<file path="config.mk">
export PLATFORM = sky130hd
export DESIGN_NAME = adcseq_ctrl
export DESIGN_NICKNAME = d
export VERILOG_FILES = /design/src/rtl/adcseq_pkg.sv /design/src/rtl/adcseq_trig_qual.sv /design/src/rtl/adcseq_ch_pick.sv /design/src/rtl/adcseq_flags.sv /design/src/rtl/adcseq_ctrl.sv
export SDC_FILE = /design/constraint.sdc
export NUM_CORES = 1
export LEC_CHECK = 0
export BUFFER_PORTS_ARGS = -buffer_cell sky130_fd_sc_hd__buf_2
export CAP_MARGIN = 20
export CELL_PAD_IN_SITES_DETAIL_PLACEMENT = 0
export CELL_PAD_IN_SITES_GLOBAL_PLACEMENT = 1
export CORE_MARGIN = 10
export CORE_UTILIZATION = 41
export DETAILED_ROUTE_END_ITERATION = 10
export GPL_ROUTABILITY_DRIVEN = 0
export GPL_TIMING_DRIVEN = 0
export PLACE_DENSITY = 0.95
export SLEW_MARGIN = 25
export SYNTH_ARGS = -nofsm -noshare
export SYNTH_HDL_FRONTEND = slang
export SYNTH_HIERARCHICAL = 1
export SYNTH_SLANG_ARGS = --single-unit
</file>
<file path="constraint.sdc">
create_clock -name clk -period 5.7 [get_ports clk]
set_clock_uncertainty 0.15 [all_clocks]
set_input_delay 1.14 -clock clk [delete_from_list [all_inputs] [get_ports clk]]
set_output_delay 1.14 -clock clk [all_outputs]
set_load 0.005 [all_outputs]
</file>
<file path="src/rtl/adcseq_pkg.sv">
package adcseq_pkg;
  typedef enum logic [2:0] {
    ST_IDLE, ST_ARM, ST_LAUNCH, ST_CONV, ST_HOLD
  } seq_state_t;

  typedef enum logic [1:0] {
    EDGE_NONE = 2'd0,
    EDGE_RISE = 2'd1,
    EDGE_FALL = 2'd2,
    EDGE_BOTH = 2'd3
  } trig_edge_t;

  localparam int FLG_EOSMP = 0;
  localparam int FLG_EOC   = 1;
  localparam int FLG_EOS   = 2;
  localparam int FLG_OVR   = 3;
  localparam int NUM_FLAGS = 4;
endpackage

</file>
<file path="src/rtl/adcseq_trig_qual.sv">
module adcseq_trig_qual
  import adcseq_pkg::*;
(
  input  logic       clk,
  input  logic       rst_n,
  input  logic [1:0] edge_sel,
  input  logic       hw_trig,
  output logic       trig_evt
);
  logic prev_q;
  logic rise, fall;

  always_ff @(posedge clk or negedge rst_n) begin
    if (!rst_n) prev_q <= 1'b0;
    else        prev_q <= hw_trig;
  end

  assign rise = hw_trig & ~prev_q;
  assign fall = ~hw_trig & prev_q;

  always_comb begin
    case (trig_edge_t'(edge_sel))
      EDGE_RISE: trig_evt = rise;
      EDGE_FALL: trig_evt = fall;
      EDGE_BOTH: trig_evt = rise | fall;
      default:   trig_evt = 1'b0;
    endcase
  end
endmodule

</file>
<file path="src/rtl/adcseq_ch_pick.sv">
module adcseq_ch_pick #(
  parameter int NUM_CH = 19,
  localparam int CH_W  = (NUM_CH > 1) ? $clog2(NUM_CH) : 1
) (
  input  logic [NUM_CH-1:0] chsel,
  input  logic [CH_W-1:0]   cur,
  input  logic              down,
  output logic [CH_W-1:0]   first_ch,
  output logic [CH_W-1:0]   next_ch,
  output logic              is_last
);
  logic [CH_W-1:0] lo_ch, hi_ch, above_ch, below_ch;
  logic            has_above, has_below;

  // lowest set channel and the nearest set channel above cur
  always_comb begin
    lo_ch     = '0;
    above_ch  = '0;
    has_above = 1'b0;
    for (int i = NUM_CH - 1; i >= 0; i--) begin
      if (chsel[i]) lo_ch = CH_W'(i);
      if (chsel[i] && (CH_W'(i) > cur)) begin
        above_ch  = CH_W'(i);
        has_above = 1'b1;
      end
    end
  end

  // highest set channel and the nearest set channel below cur
  always_comb begin
    hi_ch     = '0;
    below_ch  = '0;
    has_below = 1'b0;
    for (int i = 0; i < NUM_CH; i++) begin
      if (chsel[i]) hi_ch = CH_W'(i);
      if (chsel[i] && (CH_W'(i) < cur)) begin
        below_ch  = CH_W'(i);
        has_below = 1'b1;
      end
    end
  end

  assign first_ch = down ? hi_ch : lo_ch;
  assign next_ch  = down ? below_ch : above_ch;
  assign is_last  = down ? ~has_below : ~has_above;
endmodule

</file>
<file path="src/rtl/adcseq_flags.sv">
module adcseq_flags #(
  parameter int NF = 4
) (
  input  logic          clk,
  input  logic          rst_n,
  input  logic [NF-1:0] set_vec,
  input  logic [NF-1:0] clr_vec,
  input  logic [NF-1:0] en_vec,
  output logic [NF-1:0] flags,
  output logic          irq
);
  always_ff @(posedge clk or negedge rst_n) begin
    if (!rst_n) flags <= '0;
    else        flags <= (flags & ~clr_vec) | set_vec;
  end

  assign irq = |(flags & en_vec);
endmodule

</file>
<file path="src/rtl/adcseq_ctrl.sv">
module adcseq_ctrl
  import adcseq_pkg::*;
#(
  parameter int NUM_CH = 19,
  parameter int RES_W  = 12,
  localparam int CH_W  = (NUM_CH > 1) ? $clog2(NUM_CH) : 1
) (
  input  logic              clk,
  input  logic              rst_n,
  input  logic [NUM_CH-1:0] cfg_chsel,
  input  logic              cfg_scan_down,
  input  logic              cfg_cont,
  input  logic              cfg_disc,
  input  logic              cfg_wait,
  input  logic              cfg_ovrmod,
  input  logic              cfg_autopoff,
  input  logic [1:0]        cfg_trig_edge,
  input  logic              sw_start,
  input  logic              sw_stop,
  input  logic              hw_trig,
  output logic              core_pwr_en,
  output logic              core_start,
  output logic              core_abort,
  output logic [CH_W-1:0]   core_ch,
  input  logic              core_smp_done,
  input  logic              core_done,
  input  logic [RES_W-1:0]  core_result,
  output logic              dout_valid,
  input  logic              dout_ready,
  output logic [RES_W-1:0]  dout_data,
  output logic [3:0]        flags,
  input  logic [3:0]        flag_clr,
  input  logic [3:0]        irq_en,
  output logic              irq,
  output logic              busy
);
  seq_state_t       state_q, state_n;
  logic [CH_W-1:0]  cur_q, cur_n;
  logic             started_q, started_n;
  logic [RES_W-1:0] data_q;
  logic             valid_q;
  logic             trig_evt, sw_only, go_evt, cont_eff, rd, wr, ovr_hit;
  logic [CH_W-1:0]  first_ch, next_ch;
  logic             is_last;
  logic [NUM_FLAGS-1:0] flag_set;

  adcseq_trig_qual u_trig (
    .clk(clk), .rst_n(rst_n), .edge_sel(cfg_trig_edge),
    .hw_trig(hw_trig), .trig_evt(trig_evt)
  );

  adcseq_ch_pick #(.NUM_CH(NUM_CH)) u_pick (
    .chsel(cfg_chsel), .cur(cur_q), .down(cfg_scan_down),
    .first_ch(first_ch), .next_ch(next_ch), .is_last(is_last)
  );

  assign sw_only  = (trig_edge_t'(cfg_trig_edge) == EDGE_NONE);
  assign go_evt   = sw_only ? sw_start : trig_evt;
  assign cont_eff = cfg_cont & ~cfg_disc;
  assign rd       = valid_q & dout_ready;

  always_comb begin
    state_n    = state_q;
    cur_n      = cur_q;
    started_n  = started_q;
    core_abort = 1'b0;
    wr         = 1'b0;
    if (sw_stop) begin
      core_abort = (state_q == ST_CONV);
      state_n    = ST_IDLE;
      started_n  = 1'b0;
    end else begin
      case (state_q)
        ST_IDLE: if (sw_start && |cfg_chsel) begin
          started_n = 1'b1;
          cur_n     = first_ch;
          state_n   = sw_only ? ST_LAUNCH : ST_ARM;
        end
        ST_ARM:    if (go_evt) state_n = ST_LAUNCH;
        ST_LAUNCH: state_n = ST_CONV;
        ST_CONV: if (core_done) begin
          wr = 1'b1;
          if (is_last && !cont_eff) begin
            state_n   = ST_IDLE;
            started_n = 1'b0;
          end else begin
            cur_n   = is_last ? first_ch : next_ch;
            state_n = cfg_wait ? ST_HOLD : (cfg_disc ? ST_ARM : ST_LAUNCH);
          end
        end
        ST_HOLD: if (rd) state_n = cfg_disc ? ST_ARM : ST_LAUNCH;
        default: state_n = ST_IDLE;
      endcase
    end
  end

  assign ovr_hit = wr & valid_q & ~rd;

  always_comb begin
    flag_set            = '0;
    flag_set[FLG_EOSMP] = !sw_stop && (state_q == ST_CONV) && core_smp_done;
    flag_set[FLG_EOC]   = wr;
    flag_set[FLG_EOS]   = wr & is_last;
    flag_set[FLG_OVR]   = ovr_hit;
  end

  always_ff @(posedge clk or negedge rst_n) begin
    if (!rst_n) begin
      state_q   <= ST_IDLE;
      cur_q     <= '0;
      started_q <= 1'b0;
      data_q    <= '0;
      valid_q   <= 1'b0;
    end else begin
      state_q   <= state_n;
      cur_q     <= cur_n;
      started_q <= started_n;
      if (wr) begin
        if (!ovr_hit || cfg_ovrmod) data_q <= core_result;
        valid_q <= 1'b1;
      end else if (rd) begin
        valid_q <= 1'b0;
      end
    end
  end

  adcseq_flags #(.NF(NUM_FLAGS)) u_flags (
    .clk(clk), .rst_n(rst_n), .set_vec(flag_set), .clr_vec(flag_clr),
    .en_vec(irq_en), .flags(flags), .irq(irq)
  );

  assign core_start  = (state_q == ST_LAUNCH);
  assign core_ch     = cur_q;
  assign core_pwr_en = !cfg_autopoff || (state_q == ST_LAUNCH) || (state_q == ST_CONV);
  assign dout_valid  = valid_q;
  assign dout_data   = data_q;
  assign busy        = started_q;
endmodule

</file>
-- Yosys cells after proc, flatten, opt, wreduce, memory -nomap -nowiden
Index checks and enable logic that the tools add are counted.
W data, S select, Z words.
- bits in writable memories: 0
- word-level logic and storage cells: 282
- bits in read-only memories: 0
- latch bits: 0
- register bits after elaboration: 27
- memories: 0
- bits of input ports: 55
- bitwise logic cells: 19
- add/subtract/negate cells: 0
- $lt $le $gt $ge: 38
- muxes and demuxes: 143
- $mul: 0
- divide/modulo/power cells: 0
- reductions and logical operators: 60
- shift-type cells: 0
- equality and inequality tests: 15
- operators by type and width (cell ; number):
    $mux W5 ; 50
    $mux W4 ; 16
    $mux W1 ; 52
    $mux W3 ; 15
    $logic_and A1 B1 Y1 ; 42
    $gt A4 B5 Y1 const A ; 8
    $lt A4 B5 Y1 const A ; 8
    $gt A3 B5 Y1 const A ; 4
    $lt A3 B5 Y1 const A ; 4
    $reduce_or A19 Y1 ; 1
    $gt A5 B5 Y1 const A ; 3
    $lt A5 B5 Y1 const A ; 3
    $ne A3 B3 Y1 const B ; 5
    $pmux W3 S5 ; 1
    $mux W2 ; 6
    $gt A1 B5 Y1 const A ; 2
    $gt A2 B5 Y1 const A ; 2
    $lt A1 B5 Y1 const A ; 2
    $lt A2 B5 Y1 const A ; 2
    $pmux W5 S2 ; 1
    $and A4 B4 Y4 ; 2
    $reduce_and A4 Y1 ; 2
    $and A1 B1 Y1 ; 7
    $not A1 Y1 ; 7
    other kinds (20) ; 30

-- Logic depth before layout (Yosys ltp)
Gate-level depths: netlist (run 1).
- depth in word-level cells: 28
- gate-level depth with buffers: 12
- depth with buffers taken out: 10

-- By module
Netlist (run 1), hierarchy kept.
- modules (own cells, without submodules) (module ; cells an instance ; seq. area each (um^2) ; area an instance (um^2) ; times used):
    adcseq_ch_pick ; 238 ; 0.0 ; 1391.3 ; 1
    adcseq_ctrl ; 112 ; 550.5 ; 1231.2 ; 1
    adcseq_flags ; 15 ; 100.1 ; 165.2 ; 1
    adcseq_trig_qual ; 10 ; 25.0 ; 83.8 ; 1

-- Worst setup path after synthesis (run 1)
No wires, ideal clock.
- path kind: input-to-reg
- start point: in cfg_chsel[9]
- end point: reg cur_q[0] (netlist: core_ch[0])
- data arrival time: 3528 ps
- setup time: 125 ps
- data required time: 5425 ps
- path buffers: 1
- path slack: 1898 ps
- cell stages on the path: 11
- cell sequence: clkbuf_1 > a211oi_1 > nor3_1 > nor3_2 > nand3_1 > or4_1 > o31ai_1 > o21ai_0 > a32oi_1 > a21boi_4 > mux2_2
- cells in the longest elaborated chain, start to end: 17
- RTL lines (element ; line ; source):
    start: declaration ; adcseq_ctrl.sv:10 ; input logic [NUM_CH-1:0] cfg_chsel,
    $logic_and A1 B1 Y1 (on tied branches) ; adcseq_ch_pick.sv:22, adcseq_ch_pick.sv:36 ;
    $mux W1 (on tied branches) (10 in series) ; adcseq_ch_pick.sv:22, adcseq_ch_pick.sv:36 ;
    $not A1 Y1 ; adcseq_ch_pick.sv:45 ; assign is_last = down ? ~has_below : ~has_above;
    $mux W1 * ; adcseq_ch_pick.sv:45 ;
    via is_last ; adcseq_ctrl.sv:44 ; logic is_last;
    $mux W5 ; adcseq_ctrl.sv:87 ; cur_n = is_last ? first_ch : next_ch;
    $mux W5 ; adcseq_ctrl.sv:83 ; if (is_last && !cont_eff) begin
    $mux W5 ; adcseq_ctrl.sv:81 ; ST_CONV: if (core_done) begin
    $pmux W5 S2 ; adcseq_ctrl.sv:73 ; case (state_q)
    end signal: assignment ; adcseq_ctrl.sv:116 ; cur_q <= cur_n;
    end: declaration ; adcseq_ctrl.sv:38 ; logic [CH_W-1:0] cur_q, cur_n;
The timed path passes the listed nets; every way through them passes the cells marked *. The select of a mux whose other input is x is not followed.
A chain may end at the register's enable or synchronous reset.

-- Final worst setup path (run 1)
- start point: in cfg_chsel[5]
- end point: reg cur_q[4] (netlist: core_ch[4])
- cells in the longest elaborated chain, start to end: 21
- RTL lines (element ; line ; source):
    $logic_and A1 B1 Y1 ; adcseq_ch_pick.sv:36 ; if (chsel[i] && (CH_W'(i) < cur)) begin
    $mux W1 (14 in series) ; adcseq_ch_pick.sv:36 ;
    $not A1 Y1 ; adcseq_ch_pick.sv:45 ;
    $mux W1 * ; adcseq_ch_pick.sv:45 ;
    via is_last ; adcseq_ctrl.sv:44 ;
    $mux W5 ; adcseq_ctrl.sv:87 ;
    $mux W5 ; adcseq_ctrl.sv:83 ;
    $mux W5 ; adcseq_ctrl.sv:81 ;
    $pmux W5 S2 ; adcseq_ctrl.sv:73 ;
Marked as above.

==> results of run 1 <==
[cells in the final DEF (no fill, tap or decap), types with 4 or more instances in the layout]
| cell type | Yosys | layout |
|---|---|---|
| sky130_fd_sc_hd__a21oi_1 | 28 | 28 |
| sky130_fd_sc_hd__dfrtp_1 | 27 | 27 |
| sky130_fd_sc_hd__a31oi_1 | 4 | 4 |
| sky130_fd_sc_hd__a22oi_1 | 5 | 5 |
| sky130_fd_sc_hd__buf_4 | 6 | 6 |
| sky130_fd_sc_hd__and2_1 | 4 | 4 |
| sky130_fd_sc_hd__or3_1 | 4 | 4 |
| sky130_fd_sc_hd__nor2_1 | 31 | 31 |
| sky130_fd_sc_hd__nand3_1 | 16 | 16 |
| sky130_fd_sc_hd__o21ai_0 | 20 | 20 |
| sky130_fd_sc_hd__nor2b_1 | 6 | 6 |
| sky130_fd_sc_hd__and3_1 | 4 | 4 |
| sky130_fd_sc_hd__clkbuf_1 | 11 | 11 |
| sky130_fd_sc_hd__o31ai_1 | 7 | 7 |
| sky130_fd_sc_hd__a21o_1 | 5 | 5 |
| sky130_fd_sc_hd__mux2_2 | 22 | 22 |
| sky130_fd_sc_hd__inv_1 | 21 | 21 |
| sky130_fd_sc_hd__nor3_1 | 8 | 8 |
| sky130_fd_sc_hd__a211oi_1 | 6 | 6 |
| sky130_fd_sc_hd__nor4_1 | 8 | 8 |
| sky130_fd_sc_hd__buf_6 | 5 | 5 |
| sky130_fd_sc_hd__nand2b_1 | 9 | 9 |
| sky130_fd_sc_hd__o21ai_1 | 10 | 10 |
| sky130_fd_sc_hd__buf_2 | 3 | 84 |
| sky130_fd_sc_hd__o22ai_1 | 7 | 7 |
| sky130_fd_sc_hd__nand2_1 | 34 | 34 |
[how the worst max path moves through the flow]
| stage | end | from | slack, ns |
|---|---|---|---|
| detailed placement | core_ch[2]$_DFFE_PN0P_ | cfg_chsel[5] | 1.26 |
| finish | core_ch[4]$_DFFE_PN0P_ | cfg_chsel[5] | 1.47 |
| global placement | core_ch[0]$_DFFE_PN0P_ | cfg_chsel[5] | 1.23 |
| floorplan | core_ch[0]$_DFFE_PN0P_ | cfg_chsel[9] | 1.90 |
| CTS | core_ch[2]$_DFFE_PN0P_ | cfg_chsel[5] | 1.55 |
| global route | core_ch[2]$_DFFE_PN0P_ | cfg_chsel[5] | 1.29 |
[cells by family after synthesis]
family	Yosys count	synth area share (%)
adders and majority gates	2	0.871
muxes	23	8.98
and+or+nand+nor	139	25.0
AOI/OAI and AO/OA	136	33.2
DFF	27	23.5
buffers and inverters	48	8.50
[Yosys cell counts (3+ instances only)]
cell,n,area share (%)
sky130_fd_sc_hd__or3_1,4,0.87
sky130_fd_sc_hd__buf_2,3,0.52
sky130_fd_sc_hd__o32ai_1,3,0.92
sky130_fd_sc_hd__o22ai_1,7,1.5
sky130_fd_sc_hd__a211oi_1,6,1.6
sky130_fd_sc_hd__nor2b_1,6,1.3
sky130_fd_sc_hd__nand2_1,34,4.4
sky130_fd_sc_hd__nor3_1,8,1.4
sky130_fd_sc_hd__a21o_1,5,1.3
sky130_fd_sc_hd__o21ai_1,10,1.7
sky130_fd_sc_hd__inv_1,21,2.7
sky130_fd_sc_hd__buf_6,5,2.0
sky130_fd_sc_hd__dfrtp_1,27,24
sky130_fd_sc_hd__a22oi_1,5,1.3
sky130_fd_sc_hd__a21oi_1,28,4.9
sky130_fd_sc_hd__a21boi_0,3,0.78
sky130_fd_sc_hd__and3_1,4,0.87
sky130_fd_sc_hd__mux2_2,22,8.6
sky130_fd_sc_hd__nand3_1,16,2.8
sky130_fd_sc_hd__a32oi_1,3,0.92
sky130_fd_sc_hd__and2_1,4,0.87
sky130_fd_sc_hd__nor2_1,31,4.1
sky130_fd_sc_hd__buf_4,6,1.6
sky130_fd_sc_hd__a31oi_1,4,0.87
sky130_fd_sc_hd__a221oi_1,3,0.92
sky130_fd_sc_hd__o31ai_1,7,1.8
sky130_fd_sc_hd__clkbuf_1,11,1.4
sky130_fd_sc_hd__nand2b_1,9,2.0
sky130_fd_sc_hd__o21ai_0,20,3.5
sky130_fd_sc_hd__nor4_1,8,1.7
[metrics by stage]
| step | power [mW] | setup WS [ns] |
|---|---|---|
| final | 1.12 | 1.47 |
| after global routing | 1.20 | 1.29 |
| after CTS | 1.11 | 1.55 |
| after detailed placement | 0.992 | 1.26 |
| after global placement | 0.986 | 1.23 |
| after floorplan | 0.767 | 1.90 |
[worst max-delay path, stage by stage]
cell	delay (ns)
sky130_fd_sc_hd__buf_2	0.10
sky130_fd_sc_hd__clkbuf_1	0.23
sky130_fd_sc_hd__nor2_1	0.35
sky130_fd_sc_hd__o21ai_1	0.20
sky130_fd_sc_hd__o31ai_1	0.37
sky130_fd_sc_hd__nand2_1	0.12
sky130_fd_sc_hd__o31ai_1	0.56
sky130_fd_sc_hd__o21ai_0	0.27
sky130_fd_sc_hd__a32oi_1	0.25
sky130_fd_sc_hd__a21boi_4	0.28
sky130_fd_sc_hd__mux2_2	0.36
[state kept, by name (all words and copies together) (netlist names)]
signal / flops
core_ch: 5
u_trig/prev_q: 1
dout_valid: 1
dout_data: 12
state_q: 3
u_flags/flags: 4
busy: 1
[layer usage]
metal / vias to the layer above / part of all wire, % / wire (microns) / global-route usage (%)
met2: 224 / 46 / 4640 / 29.0
met1: 1508 / 43 / 4260 / 22.3
met4: 0 / 1.6 / 156 / 3.48
met3: 19 / 9.2 / 920 / 3.28
li1: 1572 / - / - / -
met5: - / 0 / 0 / 0
[area by class of cell]
cell class	instances	area (sq um)
Clock buffer	3	41.3
Sequential cell	27	676
Tap cell	96	120
Timing Repair Buffer	81	405
Buffer	25	158
Multi-Input combinational cell	300	1950
Clock inverter	1	7.51
Inverter	23	86.3
Fill cell	680	3350
[power by group]
group	internal (mW)	leakage [nW]	switching (mW)
combinational	0.306	1.25	0.422
clock	0.0496	0.0217	0.0613
sequential	0.243	0.352	0.0384
==> reports/summary.txt, run 1 <==
Vias -> 3323
Top achievable clock speed -> 237 MHz
Number of global-route vias before repair -> 3184
Number of inserted diodes -> 0
Peak ir drop on the vdd network -> 229 uV
Cts repair resizes -> 0
Clock root buffer -> sky130_fd_sc_hd__clkbuf_8
Final setup violation count -> 0
Status -> completed
H-tree Lvls -> 1
Highest fanout seen on the critical path -> 9
Mean area per synthesized cell -> 7.66 sq um
Reg clk slew, reported paths -> 0.09 ns
DP Area -> 0.00340 sq mm
TritonCTS clock tree -> done
Post-route cell area -> 0.00345 sq mm
Buffer levels on the longest clock path -> 2
Yosys warning total -> 6
Type of element launching the critical path -> input port
Flops & latches, synth -> 27
Routed wire per std cell -> 17.9 microns
Start point of the worst hold path -> dout_data[9]$_DFFE_PN0P_
Hold Path Class -> flop to flop
Netlist area before placement -> 0.00287 sq mm
Nets@finish -> 518
Hold-fix buffers, CTS -> 0
Die height -> 104 microns
Setup repair after global routing missed its margin -> false
Hold Path End -> dout_data[9]$_DFFE_PN0P_
Hold violation count in the final report -> 0
Clk sinks -> 27
Remaining global-route overflow -> 0
Total Die Area -> 0.0108 sq mm
Prevailing post-synth register cell -> sky130_fd_sc_hd__dfrtp_1
Placed Instances -> 552
Data required time at the worst endpoint -> 5.71 ns
Worst hold slack across all endpoints -> 0.360 ns
Post-CTS Repair Setup Buffers -> 0
Register area share after synthesis -> 23.5%
Antenna violations before repair -> 0
WS Path Type -> input port to flop
Tightest Pin Transition -> 0.649 ns
Arrival time of the worst setup path -> 4.24 ns
Final ANT Viol Nets -> 0
Wire length of the first global-routing pass -> 16000 microns
FP Rows -> 30
Portion of the clock cycle consumed by the worst path in the final layout -> 74.1%
Cell count after synthesis -> 375
Number of enable-type register cells in the synthesized netlist -> 0
Endpoint of the worst-slack reg-to-reg timing path -> core_ch[4]$_DFFE_PN0P_
Post-route non-filler standard cell count -> 556
Worst reg2reg path startpoint -> core_ch[0]$_DFFE_PN0P_
Max transition margin -> 56.4%
Largest net degree at the start of global routing -> 28
R2r setup slk -> 1.87 ns
Area of the core -> 0.00679 sq mm
Total detailed-routing wirelength -> 9980 microns
Starting density of the core -> 42.3%
Via/cell ratio -> 5.98
Clock Latency Late Sink -> 0.27 ns
Fraction of final layout cells sized beyond drive strength 1 -> 29.3%
Synthesized net count -> 432
Total I/O pin count -> 82
Area growth syn-to-layout -> 20.0%
Global-route total usage across every layer -> 17.2%
Ys async rst share -> 100%
Final core utilization -> 50.7%
Post-synth cell types -> 72
I/O Buffers -> 81
Setup TNS -> 0 ns
LEAKAGE -> 1.63 nW
CP Capture Type -> flop
Slew Limit Fails -> 0
Clock buffers created by TritonCTS -> 3
Pwr dens -> 325 mW/mm^2
DIE WIDTH -> 104 microns
Number of max-capacitance violations reported -> 0
DPL Wire Length -> 7860 microns
Iteration-0 DRC Markers -> 430
Depth of the worst register-to-register path -> 12
Final Critical Period -> 4.23 ns
Drc violations -> 0
Worst Hold Depth -> 1
Detailed Routing Iterations Pass 1 -> 6
Power figures use the tool's default switching activity.
==> run 2, diff against run 1 <==
Settings changed: ABC_AREA set to 1, CORE_UTILIZATION 41 to 31, PLACE_DENSITY 0.95 to 0.88.
Clock period 5.7 ns to 3.5 ns, I/O delays scaled along.
==> reports/summary.txt, run 2 <==
Placed Instances -> 688 (+25%)
Final Critical Period -> 2.91 ns
Die height -> 115 microns (+11%)
TritonCTS clock tree -> done
Commonest cells after routing, fill and taps aside -> sky130_fd_sc_hd__nand2_1 (185), sky130_fd_sc_hd__inv_1 (87), sky130_fd_sc_hd__buf_2 (81), sky130_fd_sc_hd__nor2_1 (71), sky130_fd_sc_hd__dfrtp_1 (27)
Final ANT Viol Nets -> 0 (unchanged)
Drc violations -> 0 (unchanged)
Number of max-capacitance violations reported -> 0 (unchanged)
DIE WIDTH -> 115 microns (+11%)
Clock Latency Late Sink -> 0.28 ns (about the same)
Fraction of final layout cells sized beyond drive strength 1 -> 21.6% (-7.8 points)
Buffer levels on the longest clock path -> 2 (unchanged)
Buffering stage count on the worst path with inverters included -> 2 (unchanged)
Slowest library cell on the worst path -> sky130_fd_sc_hd__dfrtp_1
Clk sinks -> 27 (unchanged)
Reg clk slew, reported paths -> 0.09 ns (about the same)
Leading cell type in the layout, fill and taps excluded -> sky130_fd_sc_hd__nand2_1
Number of inserted diodes -> 0 (unchanged)
Flops & latches, synth -> 27 (unchanged)
Post-route cell area -> 0.00339 sq mm (-1.5%)
Hold-fix buffers, CTS -> 0 (unchanged)
Worst reg2reg path startpoint -> core_ch[1]$_DFFE_PN0P_
Depth of the worst register-to-register path -> 14 (+2)
Setup repair after global routing missed its margin -> false
Starting density of the core -> 32.0% (-10 points)
Slowest stage delay, CP -> 0.61 ns (+0.05 ns)
Highest fanout seen on the critical path -> 9 (unchanged)
Clock root buffer -> sky130_fd_sc_hd__clkbuf_8
Vias -> 3260 (-1.9%)
Max FFs per register -> 12 (unchanged)
Synthesized net count -> 556 (+29%)
Post-CTS Repair Setup Buffers -> 0 (unchanged)
Arrival time of the worst setup path -> 2.96 ns (-1.28 ns)
Global-route total usage across every layer -> 12.9% (-4.4 points)
Pwr dens -> 599 mW/mm^2 (+84%)
Detailed Routing Iterations Pass 1 -> 5 (-1)
Final Power -> 2.03 mW (+82%)
Data required time at the worst endpoint -> 3.55 ns (-2.16 ns)
Slew Limit Fails -> 0 (unchanged)
Yosys warning total -> 6 (unchanged)
Register area share after synthesis -> 24.1% (+0.56 points)
Leading cell types by total area after synthesis -> sky130_fd_sc_hd__nand2_1 (25%), sky130_fd_sc_hd__dfrtp_1 (24%), sky130_fd_sc_hd__inv_1 (12%)
Leading post-synthesis cells by instance count -> sky130_fd_sc_hd__nand2_1 (185), sky130_fd_sc_hd__inv_1 (87), sky130_fd_sc_hd__nor2_1 (71), sky130_fd_sc_hd__dfrtp_1 (27), sky130_fd_sc_hd__nand3_1 (23)
Status -> completed
Cts repair resizes -> 0 (unchanged)
Logic depth of the worst path, buffers included -> 14 (+3)
Largest net degree at the start of global routing -> 28 (unchanged)
Worst hold slack across all endpoints -> 0.276 ns (-0.0845 ns)
Post-route non-filler standard cell count -> 692 (+24%)
Netlist area before placement -> 0.00281 sq mm (-2.3%)
Routed wire per std cell -> 12.7 microns (-29%)
Tightest Pin Transition -> 0.612 ns (-0.0365 ns)
Cell Int Power -> 0.978 mW (+63%)
Nets@finish -> 642 (+24%)
Proportion of power drawn by the clock network -> 9.0% (-0.9 points)
Area growth syn-to-layout -> 21.0%
DPL Wire Length -> 7510 microns (-4.4%)
Total Die Area -> 0.0133 sq mm (+23%)
FP Rows -> 34 (+13%)
DP Area -> 0.00335 sq mm (-1.5%)
Max transition margin -> 59.2% (+2.8 points)
Remaining global-route overflow -> 0 (unchanged)
Switching share of total power -> 51.9% (+5.3 points)
Cell with the most instances after synthesis -> sky130_fd_sc_hd__nand2_1
Final setup violation count -> 0 (unchanged)
Endpoint of the worst-slack reg-to-reg timing path -> core_ch[3]$_DFFE_PN0P_
Total detailed-routing wirelength -> 8800 microns (-12%)
Post-synth cell types -> 34 (-53%)
Number of enable-type register cells in the synthesized netlist -> 0 (unchanged)
Via/cell ratio -> 4.71 (-21%)
Net Sw Power -> 1.05 mW (+100%)
Number of global-route vias before repair -> 3235 (+1.6%)
Largest area contributor in the netlist -> sky130_fd_sc_hd__nand2_1
CP Capture Type -> flop
Hold Path Class -> input port to asynchronous set/reset pin
Peak ir drop on the vdd network -> 309 uV (+35%)
Total I/O pin count -> 82 (unchanged)
LEAKAGE -> 2.00 nW (+23%)
Iteration-0 DRC Markers -> 162 (-62%)
Crit-path leading delay family -> simple AND/OR/NAND/NOR gates
I/O Buffers -> 81 (unchanged)
R2r setup slk -> 0.59 ns (-1.28 ns)
Wire length of the first global-routing pass -> 14400 microns (-10%)
Mean area per synthesized cell -> 5.62 sq um (-27%)
Area share of the leading cell type in the synthesized netlist -> 24.8% (+1.2 points)
Clock buffers created by TritonCTS -> 3 (unchanged)
Hold violation count in the final report -> 0 (unchanged)
Ys async rst share -> 100% (unchanged)
Comb pwr share -> 65.3% (+0.3 points)
Cell count after synthesis -> 499 (+33%)
Area of the core -> 0.00876 sq mm (+29%)
H-tree Lvls -> 1 (unchanged)
Share of power burned in registers -> 25.6% (+0.5 points)
Top achievable clock speed -> 344 MHz
Portion of the clock cycle consumed by the worst path in the final layout -> 83.2%
Most numerous cell on the critical path -> sky130_fd_sc_hd__nand2_1
Prevailing post-synth register cell -> sky130_fd_sc_hd__dfrtp_1
Crit path cell chain -> nand2_1 -> o21ai_0 -> nor2_1 -> nor2_1 -> nand2_1 -> nor2_1 -> nand2_2 -> o32ai_2 -> inv_1 -> nand2_1 -> nand2_1 -> nand2_1 -> inv_1 -> o21ai_0
Type of element launching the critical path -> flop
Antenna violations before repair -> 1 (+1)
Setup TNS -> 0 ns (unchanged)
WS Path Type -> flop to flop
-- run 2: power by group through the flow --
stage / sequential [mW] / clock (mW) / combinational, mW
6_report: 0.521 / 0.184 / 1.33
5_1_grt: 0.541 / 0.203 / 1.53
4_1_cts: 0.523 / 0.188 / 1.33
3_5_place_dp: 0.529 / 0 / 1.32
3_3_place_gp: 0.524 / 0 / 1.31
2_1_floorplan: 0.514 / 0 / 0.939
-- run 2: final cells by class --
cell class,count,area [sq um]
fill,968,5370
multi-input combinational,374,1730
sequential,27,676
timing repair buffer,81,405
inverter,94,354
tap,108,135
clock buffer,3,41.3
buffer,4,41.3
clock inverter,1,7.51
-- run 2: cell families (layout without fill, tap and decap cells) --
group | count (synthesis) | after routing | synth area share (%)
simple gates | 305 | 305 | 45.0
flops | 27 | 27 | 24.1
buf+inv | 98 | 183 | 14.1
fa+ha+maj | 2 | 2 | 0.892
compound gates | 67 | 67 | 15.9
-- run 2: worst max path at each step --
stage	slack [ns]	start	end
4_1_cts	0.60	core_ch[1]$_DFFE_PN0P_	core_ch[3]$_DFFE_PN0P_
5_1_grt	0.30	core_ch[1]$_DFFE_PN0P_	core_ch[3]$_DFFE_PN0P_
3_3_place_gp	0.71	core_ch[1]$_DFFE_PN0P_	core_ch[3]$_DFFE_PN0P_
2_1_floorplan	1.17	core_ch[2]$_DFFE_PN0P_	core_ch[0]$_DFFE_PN0P_
3_5_place_dp	0.63	core_ch[1]$_DFFE_PN0P_	core_ch[3]$_DFFE_PN0P_
6_report	0.59	core_ch[1]$_DFFE_PN0P_	core_ch[3]$_DFFE_PN0P_
-- run 2: through the flow --
step / setup slack (ns) / utilization, %
4_1_cts: 0.598 / 38.7
5_1_grt: 0.301 / 38.7
3_3_place_gp: 0.708 / 38.2
2_1_floorplan: 1.17 / -
6_report: 0.589 / 38.7
3_5_place_dp: 0.632 / 38.2
-- run 2: layer usage --
layer | global-route usage (%) | share of wire (%) | up-vias | wire (microns)
met2 | 22.7 | 50 | 88 | 4420
met5 | 0 | 0 | - | 0
met1 | 15.6 | 42 | 1460 | 3690
li1 | - | - | 1698 | -
met4 | 3.71 | 1.7 | 0 | 146
met3 | 2.19 | 6.2 | 14 | 548
==> run 3, diff against run 2 <==
Settings changed: CORE_UTILIZATION 31 to 35, PLACE_DENSITY 0.88 to 0.93.
Clock period 3.5 ns to 2.7 ns, I/O delays scaled along.
==> reports/summary.txt, run 3 (synthesis results as in run 2) <==
Status -> completed
Data required time at the worst endpoint -> 2.73 ns (-0.82 ns)
Filler Cells Inserted -> 869 (-10%)
Slew Limit Fails -> 0 (unchanged)
Crit-path leading delay family -> simple AND/OR/NAND/NOR gates
Setup TNS -> 0 ns (unchanged)
DPL Wire Length -> 7530 microns (+0.24%)
DIE WIDTH -> 110 microns (-4.9%)
Clock buffers created by TritonCTS -> 3 (unchanged)
Via/cell ratio -> 4.85 (+2.9%)
Routed wire per std cell -> 13.0 microns (+2.0%)
LEAKAGE -> 2.09 nW (+4.4%)
Die height -> 110 microns (-4.9%)
R2r setup slk -> 0.05 ns (-0.54 ns)
Reg clk slew, reported paths -> 0.10 ns (about the same)
Detailed Routing Iterations Pass 1 -> 5 (unchanged)
Remaining global-route overflow -> 0 (unchanged)
FP Rows -> 32 (-5.9%)
Tightest Pin Transition -> 0.627 ns (+0.0145 ns)
Start point of the critical path -> core_ch[1]$_DFFE_PN0P_
Area of the core -> 0.00777 sq mm (-11%)
Worst hold slack across all endpoints -> 0.111 ns (-0.164 ns)
Max FFs per register -> 12 (unchanged)
Pwr dens -> 802 mW/mm^2 (+34%)
Total I/O pin count -> 82 (unchanged)
Setup repair after global routing missed its margin -> true
Antenna violations before repair -> 0 (-1)
Number of max-capacitance violations reported -> 0 (unchanged)
Commonest cells after routing, fill and taps aside -> sky130_fd_sc_hd__nand2_1 (181), sky130_fd_sc_hd__inv_1 (86), sky130_fd_sc_hd__buf_2 (81), sky130_fd_sc_hd__nor2_1 (65)
Buffering stage count on the worst path with inverters included -> 0 (-2)
Final setup violation count -> 0 (unchanged)
Worst slack at placement -> -0.131 ns (-0.764 ns)
Fraction of final layout cells sized beyond drive strength 1 -> 26.7% (+5.1 points)
Iteration-0 DRC Markers -> 189 (+17%)
Total area of sequential cells -> 681 sq um (+0.74%)
Number of inserted diodes -> 0 (unchanged)
CP Capture Type -> flop
Placed Instances -> 682 (-0.87%)
Portion of the clock cycle consumed by the worst path in the final layout -> 98.3% (+15 points)
Vias -> 3404 (+4.4%)
Post-route cell area -> 0.00361 sq mm (+6.5%)
Minimum setup slack in the final design -> 0.0465 ns (-0.543 ns)
Top achievable clock speed -> 377 MHz (+9.7%)
Hold violation count in the final report -> 0 (unchanged)
Clock root buffer -> sky130_fd_sc_hd__clkbuf_8
DP Area -> 0.00334 sq mm (-0.22%)
Worst reg2reg path startpoint -> core_ch[1]$_DFFE_PN0P_
Final Critical Period -> 2.65 ns (-0.257 ns)
Final core utilization -> 46.5% (+7.8 points)
H-tree Lvls -> 1 (unchanged)
Arrival time of the worst setup path -> 2.68 ns (-0.28 ns)
Starting density of the core -> 36.1% (+4.1 points)
WS Path Type -> flop to flop
Global-route total usage across every layer -> 14.5% (+1.6 points)
Slowest stage delay, CP -> 0.47 ns (-0.14 ns)
Total detailed-routing wirelength -> 9100 microns (+3.4%)
Wire length of the first global-routing pass -> 14500 microns (+0.68%)
Highest fanout seen on the critical path -> 7 (-2)
Total Die Area -> 0.0120 sq mm (-9.5%)
Buffer levels on the longest clock path -> 2 (unchanged)
Crit path cell chain -> nor2_2 -> o21a_1 -> a31oi_2 -> nor2_2 -> nor2_4 -> nand2_2 -> nor2_4 -> nand2_2 -> o32ai_4 -> nand2_1 -> nand2_2 -> o21bai_1 -> a21oi_1 -> nor2_1 -> nand2_1 -> nand2_1
Post-route non-filler standard cell count -> 702 (+1.4%)
Drc violations -> 0 (unchanged)
Max transition margin -> 58.2% (-0.96 points)
Nets@finish -> 658 (+2.5%)
Slowest library cell on the worst path -> sky130_fd_sc_hd__dfrtp_2
I/O Buffers -> 81 (unchanged)
Hold Path Class -> input port to asynchronous set/reset pin
TritonCTS clock tree -> done
Combined area of the multi-input logic cells -> 0.00184 sq mm (+6.1%)
Type of element launching the critical path -> flop
Largest net degree at the start of global routing -> 28 (unchanged)
Number of global-route vias before repair -> 3164 (-2.2%)
Leading cell type in the layout, fill and taps excluded -> sky130_fd_sc_hd__nand2_1
Clk sinks -> 27 (unchanged)
Final ANT Viol Nets -> 0 (unchanged)
Peak ir drop on the vdd network -> 298 uV (-3.6%)
Final Power -> 2.90 mW (+43%)
Area growth syn-to-layout -> 28.9%
Clock Latency Late Sink -> 0.28 ns (about the same)
## run 3: cell count changes in the layout (fill, tap and decap cells not counted), moves of 4 or more
cell                      change
sky130_fd_sc_hd__dfrtp_1      -4
sky130_fd_sc_hd__nor2_1       -6
sky130_fd_sc_hd__nor2_2       +4
sky130_fd_sc_hd__nand2_1      -4
sky130_fd_sc_hd__dfrtp_2      +4
sky130_fd_sc_hd__buf_4       +15
## run 3: final timing paths
kind / end / cells past startpoint
worst max-delay path: state_q[1]$_DFFE_PN0P_ / 16
worst min-delay path: u_trig/prev_q$_DFF_PN0_ / 1
worst max register to register: state_q[1]$_DFFE_PN0P_ / 16
worst min register to register: dout_data[4]$_DFFE_PN0P_ / 2
max in group asynchronous: core_ch[0]$_DFFE_PN0P_ / 1
min in group clk: u_trig/prev_q$_DFF_PN0_ / 1
## run 3: report_power, final
group	switching, mW	internal (mW)	total, mW
Combinational	1.22	0.771	1.99
Clock	0.136	0.104	0.240
Sequential	0.128	0.540	0.668
## run 3: area by class of cell
cell class                 count  share of cell area (%)
tap                          102                    3.53
buffer                         4                    1.14
multi-input combinational    375                    50.9
inverter                      94                    10.0
clock buffer                   3                    1.14
clock inverter                 1                   0.138
timing repair buffer          96                    14.3
sequential                    27                    18.8
## run 3: per-layer routing
metal	GRT usage, %	up-vias	routed length, microns
met1	17.7	1568	3830
met4	2.23	0	81
met3	3.04	8	575
met5	0	-	0
li1	-	1731	-
met2	26.0	97	4620
## run 3: what timing repair did
action	CTS	global route
gates cloned	0	1
buffers inserted	6	9
hold buffers	0	0
resized for setup	5	28
pin swaps	0	9
endpoints found under the setup margin	7	7
